[config.mk]
export PLATFORM = sky130hd
export DESIGN_NAME = vdl_top
export DESIGN_NICKNAME = d
export VERILOG_FILES = /design/src/rtl/vdl_pkg.sv /design/src/rtl/vdl_ctrl.sv /design/src/rtl/vdl_stage.sv /design/src/rtl/vdl_datapath.sv /design/src/rtl/vdl_top.sv
export SDC_FILE = /design/constraint.sdc
export NUM_CORES = 1
export LEC_CHECK = 0
export BUFFER_PORTS_ARGS = -buffer_cell sky130_fd_sc_hd__buf_2
export CAP_MARGIN = 40
export CORE_UTILIZATION = 35
export CTS_BUF_LIST = sky130_fd_sc_hd__clkbuf_8
export DETAILED_ROUTE_END_ITERATION = 12
export PLACE_DENSITY = 0.51
export REMOVE_ABC_BUFFERS = 1
export SYNTH_ARGS = -nofsm -noshare
export SYNTH_HDL_FRONTEND = slang
export SYNTH_SLANG_ARGS = --single-unit
export TNS_END_PERCENT = 20
[constraint.sdc]
create_clock -name clk -period 4.4 [get_ports clk]
set_input_delay 0 -clock clk [delete_from_list [all_inputs] [get_ports clk]]
set_output_delay 0 -clock clk [all_outputs]
set_load 0.005 [all_outputs]
[src/rtl/vdl_pkg.sv]
package vdl_pkg;
  localparam int VDL_MIN_LEN = 16;
  localparam int VDL_MAX_LEN = 32;
  localparam int VDL_CODE_W  = 5;
  localparam int VDL_LEN_W   = $clog2(VDL_MAX_LEN + 1);
  localparam int VDL_DEPTH   = VDL_MAX_LEN / 2;
  localparam int VDL_ADDR_W  = $clog2(VDL_DEPTH);

  // strobes from the controller to every delay stage
  typedef struct packed {
    logic                  phase;   // 0: fill cycle, 1: read/write cycle
    logic                  wrEn;    // store pair / capture old pair
    logic [VDL_ADDR_W-1:0] addr;    // shared location address
    logic                  oddSel;  // insert the one-bit odd stage
  } vdl_strb_t;
endpackage

[src/rtl/vdl_ctrl.sv]
module vdl_ctrl
  import vdl_pkg::*;
#(
  parameter int MIN_LEN = VDL_MIN_LEN,
  parameter int MAX_LEN = VDL_MAX_LEN,
  parameter int CODE_W  = VDL_CODE_W
) (
  input  logic              clk,
  input  logic              rst,
  input  logic [CODE_W-1:0] lenCode,
  output vdl_strb_t         strb,
  output logic              wordStrobe
);
  localparam int LEN_W  = VDL_LEN_W;
  localparam int ADDR_W = VDL_ADDR_W;
  localparam int DEPTH  = VDL_DEPTH;

  logic              phase;
  logic [ADDR_W-1:0] addr;
  logic [LEN_W-1:0]  bitCnt;
  logic [LEN_W-1:0]  activeLen;
  logic [LEN_W-1:0]  codedLen;
  logic [LEN_W-1:0]  lastAddr;
  logic              addrTerm;
  logic              wordEnd;

  // code decode: zero means the longest word, short codes clamp upward
  always_comb begin
    if (lenCode == '0)
      codedLen = LEN_W'(MAX_LEN);
    else if (int'(lenCode) < MIN_LEN)
      codedLen = LEN_W'(MIN_LEN);
    else
      codedLen = LEN_W'(lenCode);
  end

  // pair and holding registers add one pair time, so one location fewer
  assign lastAddr = LEN_W'({1'b0, activeLen[LEN_W-1:1]}) - LEN_W'(2);
  assign addrTerm = (LEN_W'(addr) >= lastAddr);
  assign wordEnd  = (bitCnt == LEN_W'(activeLen - LEN_W'(1)));

  always_ff @(posedge clk) begin
    if (rst) begin
      phase     <= 1'b0;
      addr      <= '0;
      bitCnt    <= '0;
      activeLen <= codedLen;
    end else begin
      phase <= ~phase;
      if (phase) addr <= addrTerm ? '0 : ADDR_W'(addr + 1'b1);
      if (wordEnd) begin
        bitCnt    <= '0;
        activeLen <= codedLen;
      end else begin
        bitCnt <= LEN_W'(bitCnt + 1'b1);
      end
    end
  end

  assign strb.phase  = phase;
  assign strb.wrEn   = phase;
  assign strb.addr   = addr;
  assign strb.oddSel = activeLen[0];
  assign wordStrobe  = wordEnd;

  AST_ADDR_BOUND: assert property (@(posedge clk) disable iff (rst)
    LEN_W'(addr) <= LEN_W'(DEPTH - 2));
  AST_ADDR_HALF_RATE: assert property (@(posedge clk) disable iff (rst)
    !phase |=> $stable(addr));
  AST_LEN_AT_BOUNDARY: assert property (@(posedge clk) disable iff (rst)
    !wordStrobe |=> $stable(activeLen));
  AST_STROBE_PULSE: assert property (@(posedge clk) disable iff (rst)
    wordStrobe |=> !wordStrobe);
endmodule

[src/rtl/vdl_stage.sv]
module vdl_stage
  import vdl_pkg::*;
#(
  parameter int DEPTH = VDL_DEPTH
) (
  input  logic      clk,
  input  logic      rst,
  input  vdl_strb_t strb,
  input  logic      inBit,
  output logic      outBit
);
  logic       oddReg;
  logic       stageBit;
  logic       loReg;
  logic [1:0] holdReg;
  logic [1:0] mem [DEPTH];

  assign stageBit = strb.oddSel ? oddReg : inBit;

  always_ff @(posedge clk) begin
    if (rst) begin
      oddReg  <= 1'b0;
      loReg   <= 1'b0;
      holdReg <= '0;
      for (int i = 0; i < DEPTH; i++) mem[i] <= '0;
    end else begin
      oddReg <= inBit;
      if (!strb.phase) loReg <= stageBit;
      if (strb.wrEn) begin
        holdReg         <= mem[strb.addr];
        mem[strb.addr]  <= {stageBit, loReg};
      end
    end
  end

  // older bit of the pair leaves first
  assign outBit = strb.phase ? holdReg[1] : holdReg[0];

  AST_TAP_ZERO_AT_START: assert property (@(posedge clk) disable iff (rst)
    $fell(rst) |-> !outBit);
  AST_HOLD_WRITE_PHASE: assert property (@(posedge clk) disable iff (rst)
    !strb.wrEn |=> $stable(holdReg));
endmodule

[src/rtl/vdl_datapath.sv]
module vdl_datapath
  import vdl_pkg::*;
#(
  parameter int NUM_TAPS = 2,
  parameter int DEPTH    = VDL_DEPTH
) (
  input  logic                clk,
  input  logic                rst,
  input  vdl_strb_t           strb,
  input  logic                serIn,
  output logic [NUM_TAPS-1:0] tapOut
);
  logic [NUM_TAPS:0] chain;

  assign chain[0] = serIn;

  for (genvar g = 0; g < NUM_TAPS; g++) begin : g_tap
    vdl_stage #(.DEPTH(DEPTH)) u_stage (
      .clk    (clk),
      .rst    (rst),
      .strb   (strb),
      .inBit  (chain[g]),
      .outBit (chain[g+1])
    );
    assign tapOut[g] = chain[g+1];
  end
endmodule

[src/rtl/vdl_top.sv]
module vdl_top
  import vdl_pkg::*;
#(
  parameter int NUM_TAPS = 2,
  parameter int CODE_W   = VDL_CODE_W
) (
  input  logic                clk,
  input  logic                rst,
  input  logic                serIn,
  input  logic [CODE_W-1:0]   lenCode,
  output logic [NUM_TAPS-1:0] tapOut,
  output logic                wordStrobe
);
  vdl_strb_t strb;

  vdl_ctrl #(.CODE_W(CODE_W)) u_ctrl (
    .clk        (clk),
    .rst        (rst),
    .lenCode    (lenCode),
    .strb       (strb),
    .wordStrobe (wordStrobe)
  );

  vdl_datapath #(.NUM_TAPS(NUM_TAPS), .DEPTH(VDL_DEPTH)) u_dp (
    .clk    (clk),
    .rst    (rst),
    .strb   (strb),
    .serIn  (serIn),
    .tapOut (tapOut)
  );
endmodule

==> flow_summary.json, run 1 <==
{
  "postSynthCellCount": 358,
  "skew_ns": 0.0110,
  "die_h_um": 113,
  "synth_edf_count": 70,
  "grt_antenna_before_repair": 0,
  "routed_wl_um": 9560,
  "final_common_cell": "nor2_1",
  "finalCritPeriodShare": 0.590,
  "seq_power_share": 0.557,
  "grt_pass1_wl_um": 15400,
  "slew_headroom": 0.432,
  "synth_compound_area_frac": 0.0611,
  "synth_top_family_by_area": "simple AND/OR/NAND/NOR gates",
  "hold_start": "rst",
  "fin_crit_ns": 2.59,
  "fmax_mhz": 385,
  "cp_cell_sequence": "inv_2, ha_1, nand2b_1, a2111oi_2, o311ai_1, a21oi_1",
  "syn_avg_cell_area_sq_um": 12.1,
  "dieArea_sq_mm": 0.0128,
  "synth_xor_area_frac": 0.0203,
  "start_util": 0.359,
  "clockBufferDepth": 2,
  "cts_sinks": 89,
  "layout_setup_ws_ns": 1.81,
  "dieWidth_um": 113,
  "final_util": 0.401,
  "hold_buffers": 10,
  "fillers": 1150,
  "ir_worst_vdd_mv": 0.173,
  "status": "finished, final reports clean",
  "clkLatencyLatePin_ns": 0.37,
  "via_per_inst": 5.24,
  "path_buf_inv": 1,
  "cts_tree": "built",
  "setup_viol": 0,
  "holdWs_ns": 0.0424,
  "cts_setup_buffers": 0,
  "tightestPinTransition_ns": 0.851,
  "p_sw_frac": 0.261,
  "path_class": "reg -> reg",
  "avgRoutedWirePerCell_um": 18.1,
  "synth_area_leaders": "edfxtp_1 (49%), dfxtp_1 (8.8%), nor2_1 (6.3%)",
  "top_level_ports": 11,
  "synth-async-reset-ratio": 0,
  "yosysUniqueCellTypes": 55,
  "synth_warnings": 0,
  "grt_util_met1": 0.222,
  "cp_slowest_cell": "dfxtp_1",
  "dr_total_vias": 2764,
  "drive_gt1_frac": 0.129,
  "htree_levels": 3,
  "crit_path_max_incr_delay_ns": 0.89,
  "drc": 0,
  "core_area_sq_mm": 0.0120,
  "arrival_ns": 2.90,
  "combPwrFrac": 0.135,
  "crit_start": "u_ctrl.addr[0]",
  "yosysTopAreaCellShare": 0.487,
  "critPathMaxFanout": 14,
  "dp_hpwl_um": 6630,
  "synthAdderAreaFrac": 0.0319,
  "grt_util_met2": 0.257,
  "ys_seq_area_frac": 0.575,
  "num_antenna_cells": 0,
  "dp_slack_ns": 1.81,
  "syn_area_sq_mm": 0.00432,
  "powerDensity_mw_per_mm2": 377,
  "grt_use_total": 0.165,
  "endpoint_kind": "register",
  "port-buffer-count": 10,
  "final_hold_viol_count": 0,
  "drtIter0Drc": 173,
  "final_cell_mix": "nor2_1 (73), edfxtp_1 (70), nand2_1 (39)",
  "rsz0062_at_grt": "false",
  "gr-max-usage-layer": "met2",
  "start_kind": "register",
  "use_met3": 0.0343,
  "synth_seq_cells": 89,
  "r2r-start": "u_ctrl.addr[0]",
  "syn2layout_area_growth_pct": 11.7,
  "synthMuxAreaShare": 0.117,
  "drt_pass1_iterations": 4,
  "hold_path_class": "in -> reg",
  "cts-resized-gates": 0,
  "grt_max_degree": 23,
  "cts_buffers": 9,
  "cap_violations": 0,
  "final_nets": 394,
  "p_sw_uw": 475,
  "num_rows": 40,
  "grt_pass1_vias": 2756,
  "path_clk_slew_ns": 0.08,
  "post_dp_cell_area_sq_mm": 0.00453,
  "gr-total-overflow": 0,
  "internal_power_uw": 1340,
  "setup_tns_ns": 0,
  "pwr-share-clk": 0.307,
  "p_leak_uw": 0.00175,
  "worstPathRequired_ns": 4.70,
  "drv_slew": 0,
  "ant_nets": 0,
  "synthSimpleGateAreaFrac": 0.163,
  "cts-root-buf": "clkbuf_8",
  "synth_top_area_cell": "edfxtp_1",
  "place_congestion": 0.764,
  "cpLargestDelayFamily": "flip-flops",
  "ys_dominant_reg_cell": "edfxtp_1",
  "design_area_sq_mm": 0.00482
}
## cells in the mapped netlist (2+ instances only)
library cell,number
a21oi_1,6
and2_1,6
buf_2,4
buf_4,2
buf_6,2
clkbuf_1,10
dfxtp_1,19
edfxtp_1,70
ha_1,11
inv_1,9
inv_2,2
mux2_2,4
mux2i_1,4
mux4_1,9
mux4_2,7
nand2_1,39
nand2b_1,7
nand3_1,10
nand4_1,2
nor2_1,73
nor2_2,2
nor2b_1,2
nor3_1,4
nor3b_1,2
o21a_1,3
o21ai_1,2
o22ai_1,3
o311ai_1,2
o32ai_1,6
or3_1,3
xnor2_1,3
xor2_1,7
## layout make-up
type	count	area [sq um]	share of cell area
Clock buffer	10	138	0.0285
Timing Repair Buffer	24	220	0.0457
Multi-Input combinational cell	239	1700	0.352
Clock inverter	6	57.6	0.0119
Tap cell	147	184	0.0381
Inverter	12	45.0	0.00934
Sequential cell	89	2480	0.515
## power by group through the flow
| stage | combinational, uW | sequential (uW) | clock, uW |
|---|---|---|---|
| 6_report | 246 | 1010 | 559 |
| 2_1_floorplan | 173 | 1010 | 0 |
| 5_1_grt | 272 | 1020 | 608 |
| 3_5_place_dp | 242 | 1030 | 0 |
| 3_3_place_gp | 228 | 1040 | 0 |
| 4_1_cts | 250 | 1010 | 581 |
## sequential cells by signal, indices dropped and copies added, names as in the netlist
signal and cells:
u_dp.g_tap.u_stage.holdReg 4, u_dp.g_tap.u_stage.oddReg 2, u_dp.g_tap.u_stage.mem 64, u_dp.g_tap.u_stage.loReg 2, u_ctrl.addr 4, u_ctrl.activeLen 6
u_ctrl.bitCnt 6, u_ctrl.phase 1
## per-stage QoR
stage,total power (uW),cells
CTS,1850,527
floorplan,1190,340
global route,1900,527
global placement,1260,499
finish,1820,527
detailed placement,1280,501
## layer usage
layer	wire, um	vias to the layer above
met1	4420	1362
met4	118	0
met3	457	9
li1	-	1339
met5	0	-
met2	4560	54
## final timing paths
path,endpoint,slack [ns],depth (start not counted)
min reg2reg,u_dp.g_tap[1].u_stage.holdReg[1],0.50,1
max,u_ctrl.addr[1],1.81,6
min,u_dp.g_tap[1].u_stage.loReg,0.04,2
max reg2reg,u_ctrl.addr[1],1.81,6
## logic make-up (layout without fill, tap and decap cells)
logic type,after synthesis,in the layout
and+or+nand+nor,157,157
DFF,89,89
AOI/OAI and AO/OA,35,35
buffers and inverters,30,52
muxes,26,26
adders and majority gates,11,11
xor gates and xnor gates,10,10
## worst reg2reg max path, cell delays in order (launching register included)
cell,delay [ns]
dfxtp_1,0.89
inv_2,0.25
ha_1,0.35
nand2b_1,0.15
a2111oi_2,0.54
o311ai_1,0.18
a21oi_1,0.17
(Power assumes the default switching activity.)
==> run 2, diff against run 1 <==
clock period = 2.5 ns   (was 4.4 ns; I/O delays follow)
==> flow_summary.json, run 2 (synthesis gave the netlist of run 1 again) <==
{
  "cap_violations": 0,
  "top_level_ports": 11,
  "path_class": "reg -> out",
  "cts-root-buf": "clkbuf_8",
  "fillers": 1166,
  "syn2layout_area_growth_pct": 13.1,
  "place_congestion": 0.757,
  "grt_pass1_vias": 2842,
  "hold_buffers": 10,
  "crit_start": "u_ctrl.activeLen[0]",
  "internal_power_uw": 2420,
  "setup_viol": 0,
  "dieWidth_um": 113,
  "crit_path_end": "wordStrobe",
  "setup_tns_ns": 0,
  "final_cell_mix": "nor2_1 (73), edfxtp_1 (70), nand2_1 (39)",
  "final_common_cell": "nor2_1",
  "final_nets": 405,
  "r2r_cells": 4,
  "status": "finished, final reports clean",
  "rrSetupSlack_ns": 0.37,
  "grt_antenna_before_repair": 0,
  "htree_levels": 3,
  "reg_top3": "u_dp.g_tap.u_stage.mem x64, u_ctrl.activeLen x6, u_ctrl.bitCnt x6",
  "top_register": "u_dp.g_tap.u_stage.mem",
  "drc": 0,
  "holdWs_ns": 0.400,
  "ant_nets": 0,
  "fin_crit_ns": 2.19,
  "seq_power_share": 0.545,
  "port-buffer-count": 10,
  "drive_gt1_frac": 0.148,
  "hold_path_class": "in -> reg",
  "cp_slowest_cell": "edfxtp_1",
  "grt_pass1_wl_um": 15100,
  "slew_headroom": 0.534,
  "fmax_mhz": 456,
  "cts_buffers": 9,
  "p_sw_uw": 828,
  "endpoint_kind": "primary output",
  "start_util": 0.359,
  "ir_worst_vdd_mv": 0.296,
  "dr_total_vias": 2812,
  "largest_reg_flops": 64,
  "r2r-start": "u_ctrl.activeLen[2]",
  "num_rows": 40,
  "critPathMaxFanout": 7,
  "p_leak_uw": 0.00180,
  "cts_setup_buffers": 0,
  "avgRoutedWirePerCell_um": 17.6,
  "gr-total-overflow": 0,
  "skew_ns": 0.00619,
  "final_util": 0.407,
  "pwr-share-clk": 0.317,
  "drtIter0Drc": 186,
  "path_clk_slew_ns": 0.08,
  "cts_tree": "built",
  "num_antenna_cells": 0,
  "finalCritPeriodShare": 0.877,
  "dp_hpwl_um": 6660,
  "via_per_inst": 5.23,
  "tightestPinTransition_ns": 0.698,
  "drv_slew": 0,
  "core_area_sq_mm": 0.0120,
  "crit_path_max_incr_delay_ns": 0.49,
  "arrival_ns": 2.19,
  "grt_use_total": 0.160,
  "drt_pass1_iterations": 4,
  "clockBufferDepth": 2,
  "cts_sinks": 89,
  "dieArea_sq_mm": 0.0128,
  "start_kind": "register",
  "p_sw_frac": 0.255,
  "powerDensity_mw_per_mm2": 666,
  "grt_max_degree": 18,
  "die_h_um": 113,
  "final_hold_viol_count": 0,
  "combPwrFrac": 0.138,
  "rsz0062_at_grt": "false",
  "timing.rr.end": "u_ctrl.activeLen[4]",
  "routed_wl_um": 9470,
  "cp_cell_sequence": "inv_2, ha_1, xor2_1, nand4_1, o22ai_1, buf_4, o21a_1, buf_2",
  "clkLatencyLatePin_ns": 0.36,
  "cts-resized-gates": 0,
  "worstPathRequired_ns": 2.50
}
-- run 2: changes by cell type in the layout (fill, tap and decap cells not counted), sizes merged --
cell,delta
clkinvlp,-1
clkbuf,+2
clkinv,-3
inv,+2
buf,+11
-- run 2: worst max-delay path: cells and delay by family, from the launching register on --
| kind | cells | cell delay [ns] |
|---|---|---|
| XOR/XNOR | 1 | 0.20 |
| buffers and inverters | 3 | 0.39 |
| flip-flops | 1 | 0.49 |
| AND/OR/NAND/NOR | 1 | 0.11 |
| adder cells (fa/ha/maj) | 1 | 0.31 |
| AO/OA/AOI/OAI | 2 | 0.35 |
-- run 2: power groups by stage --
stage	clock network, uW	registers, uW	logic (uW)
after global placement	0	1810	432
final	1030	1770	448
after floorplan	0	1780	305
after detailed placement	0	1810	439
after global routing	1110	1790	499
after CTS	1060	1770	451
-- run 2: worst min-delay path by stage --
stage                                               to  depth (start not counted)  start  slack (ns)
final                     u_dp.g_tap[0].u_stage.oddReg                          3  serIn        0.40
after global routing      u_dp.g_tap[0].u_stage.oddReg                          3  serIn        0.42
after CTS                 u_dp.g_tap[0].u_stage.oddReg                          3  serIn        0.39
after detailed placement  u_dp.g_tap[0].u_stage.oddReg                          2  serIn        0.25
after global placement    u_dp.g_tap[0].u_stage.oddReg                          2  serIn        0.23
after floorplan                         u_ctrl.addr[0]                          1    rst        0.07
-- run 2: per-stage QoR --
stage	setup WS (ns)	cell area [sq um]	cells	power, uW
2_1_floorplan	0.366	4220	340	2090
3_3_place_gp	0.407	4560	511	2240
3_5_place_dp	0.389	4580	512	2250
4_1_cts	0.281	4880	538	3290
5_1_grt	0.107	4880	538	3400
6_report	0.306	4880	538	3250
-- run 2: area by class of cell --
cell class | instances | area [sq um] | area share
Sequential cell | 89 | 2480 | 0.508
Multi-Input combinational cell | 239 | 1700 | 0.347
Timing Repair Buffer | 35 | 270 | 0.0553
Tap cell | 147 | 184 | 0.0377
Clock buffer | 12 | 165 | 0.0338
Inverter | 12 | 45.0 | 0.00922
Clock inverter | 4 | 42.5 | 0.00871
-- run 2: layer usage --
metal	global-route usage	vias up	part of all wire
li1	-	1361	-
met1	0.213	1376	0.47
met2	0.255	62	0.47
met3	0.0364	13	0.037
met4	0.0623	0	0.017
met5	0	-	0
